### src/rtl/plru_pkg.sv
package plru_pkg;
  parameter int PLRU_WAYS = 4;
  localparam int PLRU_WAY_W = $clog2(PLRU_WAYS);
  localparam int PLRU_PAIRS = PLRU_WAYS / 2;
endpackage

### src/rtl/plru_node.sv
// One tree status bit: loads the direction of the touched way when the
// touch passes through this node, otherwise holds.
module plru_node (
  input  logic clk,
  input  logic rst,
  input  logic touch,
  input  logic dir,
  output logic bit_q
);
  always_ff @(posedge clk) begin
    if (rst)        bit_q <= 1'b0;
    else if (touch) bit_q <= dir;
  end
endmodule

### src/rtl/plru_victim_sel.sv
// Walk the tree toward the less recent side at every level.
module plru_victim_sel
  import plru_pkg::*;
(
  input  logic                  root_q,
  input  logic [PLRU_PAIRS-1:0] pair_q,
  output logic [PLRU_WAY_W-1:0] victim
);
  logic half_sel;
  logic in_pair;
  always_comb begin
    half_sel = ~root_q;             // root 1: upper half recent -> go low
    in_pair  = ~pair_q[half_sel];   // pick the older way inside the pair
    victim   = {half_sel, in_pair};
  end
endmodule

### src/rtl/plru4_tree.sv
module plru4_tree
  import plru_pkg::*;
(
  input  logic                  clk,
  input  logic                  rst,
  input  logic                  ref_valid,
  input  logic [PLRU_WAY_W-1:0] ref_way,
  output logic [PLRU_WAY_W-1:0] victim_way
);
  logic                  root_q;
  logic [PLRU_PAIRS-1:0] pair_q;

  // Root: records which half was touched last
  plru_node u_root (
    .clk(clk), .rst(rst),
    .touch(ref_valid),
    .dir(ref_way[PLRU_WAY_W-1]),
    .bit_q(root_q)
  );

  // Pair nodes: only the node on the touched path is written
  for (genvar p = 0; p < PLRU_PAIRS; p++) begin : g_pair
    plru_node u_pair (
      .clk(clk), .rst(rst),
      .touch(ref_valid && (ref_way[PLRU_WAY_W-1] == 1'(p))),
      .dir(ref_way[0]),
      .bit_q(pair_q[p])
    );
  end

  plru_victim_sel u_sel (
    .root_q(root_q),
    .pair_q(pair_q),
    .victim(victim_way)
  );

  // reset leaves way 3 as victim
  a_r1_reset_victim: assert property (@(posedge clk)
    rst |=> victim_way == 2'd3);
  // touching the lower half sends the victim to the upper half
  a_r2_low_touch: assert property (@(posedge clk) disable iff (rst)
    ref_valid && !ref_way[1] |=> victim_way[1] && pair_q[0] == $past(ref_way[0]));
  // touching the upper half sends the victim to the lower half
  a_r3_high_touch: assert property (@(posedge clk) disable iff (rst)
    ref_valid && ref_way[1] |=> !victim_way[1] && pair_q[1] == $past(ref_way[0]));
  // the other pair keeps its bit
  a_r5_other_pair_lo: assert property (@(posedge clk) disable iff (rst)
    ref_valid && ref_way[1] |=> $stable(pair_q[0]));
  a_r5_other_pair_hi: assert property (@(posedge clk) disable iff (rst)
    ref_valid && !ref_way[1] |=> $stable(pair_q[1]));
  // idle cycles hold the victim
  a_r6_idle_hold: assert property (@(posedge clk) disable iff (rst)
    !ref_valid |=> $stable(victim_way));
  // never evict what was just touched
  a_r7_not_just_touched: assert property (@(posedge clk) disable iff (rst)
    ref_valid |=> victim_way != $past(ref_way));
endmodule

### config.mk
export PLATFORM = sky130hd
export DESIGN_NAME = plru4_tree
export DESIGN_NICKNAME = d
export VERILOG_FILES = /design/src/rtl/plru_pkg.sv /design/src/rtl/plru_node.sv /design/src/rtl/plru_victim_sel.sv /design/src/rtl/plru4_tree.sv
export SDC_FILE = /design/constraint.sdc
export NUM_CORES = 1
export LEC_CHECK = 0
export CORE_AREA = 4 4 41 43
export DETAILED_ROUTE_END_ITERATION = 12
export DIE_AREA = 0 0 45 47
export HOLD_SLACK_MARGIN = 0.1
export PLACE_DENSITY = 0.39
export RECOVER_POWER = 25
export SLEW_MARGIN = 15
export SYNTH_ARGS = -nofsm -noshare
export SYNTH_HDL_FRONTEND = slang
export SYNTH_SLANG_ARGS = --single-unit
### constraint.sdc
create_clock -name clk -period 1.1 [get_ports clk]
set_clock_uncertainty 0.2 [all_clocks]
set_input_delay 0.11 -clock clk [delete_from_list [all_inputs] [get_ports clk]]
set_output_delay 0.11 -clock clk [all_outputs]
set_load 0.01 [all_outputs]
==> results.sh <==
export IMPL_met2_length_um=94
export IMPL_timing_fmax_mhz=846
export IMPL_ant_nets=0
export IMPL_p_leak_nw=0.0974
export IMPL_setup_viol=2
export IMPL_clkSinkCount=3
export IMPL_fin_crit_ns=1.18
export IMPL_max_slew_margin_rel_pct=92.3
export IMPL_num_rows=13
export IMPL_ctsHtreeMaxLevel=1
export IMPL_cts_tree="yes"
export IMPL_worstMarginPinSlew_ns=0.112
export IMPL_maxSlewViolCount=0
export IMPL_required_ns=0.79
export IMPL_irDropWorstVdd_mv=0.538
export IMPL_synthDistinctLibCells=8
export IMPL_critical_path_class="register to output pin"
export IMPL_firstDrtPassIters=1
export IMPL_clockBufferDepth=2
export IMPL_setup_slack_ns=-0.0818
export IMPL_die_w_um=45
export IMPL_finalHoldViolCount=0
export IMPL_cts_setup_buffers=0
export IMPL_synthCells=16
export IMPL_grtUsageTotal_pct=4.58
export IMPL_cp_start_kind="register"
export IMPL_nNetsFinal=31
export IMPL_grt_ovfl_total=0
export IMPL_hold_path_class="register to register"
export IMPL_finalCoreUtilization_pct=18.8
export IMPL_grt_pass1_wl_um=614
export IMPL_syn_area_um2=149
export IMPL_dieArea_um2=2120
export IMPL_root_buffer="clkbuf_4"
export IMPL_io_buffers=6
export IMPL_io_pins=7
export IMPL_violations="negative setup slack"
export IMPL_maxCapViolCount=0
export IMPL_drive_gt1_share_pct=32.0
export IMPL_postCtsHoldBufs=0
export IMPL_fin_crit_sh_pct=107
export IMPL_wirelength_um=293
export IMPL_diodes=0
export IMPL_syn_to_final_growth_pct=63.9
export IMPL_cts_made_buffers=3
export IMPL_die_h_um=47
export IMPL_top_layer="met3"
export IMPL_place_ws_ns=-0.281
export IMPL_clk_pin_slew_ns=0.04
export IMPL_power_density_nw_per_um2=1450
export IMPL_grt_pass1_vias=148
export IMPL_dr_first_iter_drc_count=0
export IMPL_end_kind="output pin"
export IMPL_syn_area_per_cell_um2=9.31
export IMPL_antenna_found_initial=0
export IMPL_post_drt_wl_per_cell_um=7.33
export IMPL_critPathSlowestCell="dfxtp_2"
export IMPL_wl_met3_um=66
export IMPL_layout_common_cells="nand2b_1 (4), clkdlybuf4s50_1 (4), mux2i_1 (3), clkbuf_4 (3), dfxtp_1 (2)"
export IMPL_path_max_fanout=2
export IMPL_yosysSeqAreaShare_pct=40.3
export IMPL_globalplace_congestion=0.609
export IMPL_drc=0
export IMPL_drt_met1_wl_um=132
export IMPL_synth_seq_cells=3
export IMPL_synth_warnings=0
export IMPL_num_vias=125
export IMPL_viasPerCell=3.13
export IMPL_rsz0062_at_grt="yes"
export IMPL_cp_arrival_ns=0.87
export IMPL_grt_start_max_net_pins=5
export IMPL_clk_latency_ns=0.23
export IMPL_initial_core_util_pct=11.4
export IMPL_dpl_cell_count=36
export IMPL_cpPeakStageDelay_ns=0.33
export IMPL_stdcell_count=40
export IMPL_fp_coreArea_um2=1300
export IMPL_run_status="finished, violations left"
export IMPL_cts_resized=9
export IMPL_path_cells="mux2i_1 -> buf_2"
export IMPL_syn_num_nets=21
## power breakdown
group | total [mW] | internal (mW) | switching (mW)
Clock | 0.191 | 0.136 | 0.0552
Sequential | 0.119 | 0.116 | 0.00327
Combinational | 0.0438 | 0.0290 | 0.0148
## per-layer routing
layer | vias to the layer above | track usage (%)
met5 | - | 0
met4 | 0 | 1.75
met3 | 0 | 6.13
met2 | 9 | 5.65
met1 | 47 | 4.31
li1 | 69 | -
## registers in the layout (all words and copies together) (netlist names)
| name | count |
|---|---|
| g_pair.u_pair.bit_q | 2 |
| u_root.bit_q | 1 |
## synth_stat cells, drive strengths merged
master	n	share of area [%]
a21oi	1	3.4
buf	2	10
dfxtp	3	40
inv	1	2.5
mux2i	3	20
nand2	1	2.5
nand2b	4	17
nor2b	1	4.2
## critical path, delay by kind of cell, from the launching register on
kind / cells / cell delay, ns
buffers and inverters: 1 / 0.15
flip-flops: 1 / 0.33
multiplexers: 1 / 0.17
## stage by stage
stage               area [um2]  hold WS (ns)  total power, mW  TNS [ns]
finish                     244         0.273            0.354   -0.0940
global route               244         0.297            0.383    -0.197
CTS                        238         0.269            0.364    -0.151
detailed placement         220         0.274            0.166    -0.667
global placement           220         0.272            0.165    -0.615
floorplan                  149       -0.0209            0.142         0
## cell families after synthesis
kind of cell | synth area share, %
mux | 20.2
simple gates | 23.5
flops | 40.3
buf+inv | 12.6
compound gates | 3.36
## worst paths after layout
check	from	slack, ns	to	cells past startpoint
max reg2reg	u_root.bit_q$_SDFFE_PP0P_	0.21	u_root.bit_q$_SDFFE_PP0P_	3
max	u_root.bit_q$_SDFFE_PP0P_	-0.08	victim_way[0]	2
min reg2reg	g_pair[1].u_pair.bit_q$_SDFFE_PP0P_	0.27	g_pair[1].u_pair.bit_q$_SDFFE_PP0P_	2
min	g_pair[1].u_pair.bit_q$_SDFFE_PP0P_	0.27	g_pair[1].u_pair.bit_q$_SDFFE_PP0P_	2
## final cells by class
cell class                 instances  area (um2)
tap                               15        18.8
timing repair buffer               7        63.8
fill                             155        1060
multi-input combinational         10        70.1
sequential                         3        61.3
clock buffer                       4        26.3
inverter                           1        3.75
Note: power is estimated with default switching activity, not from simulation.
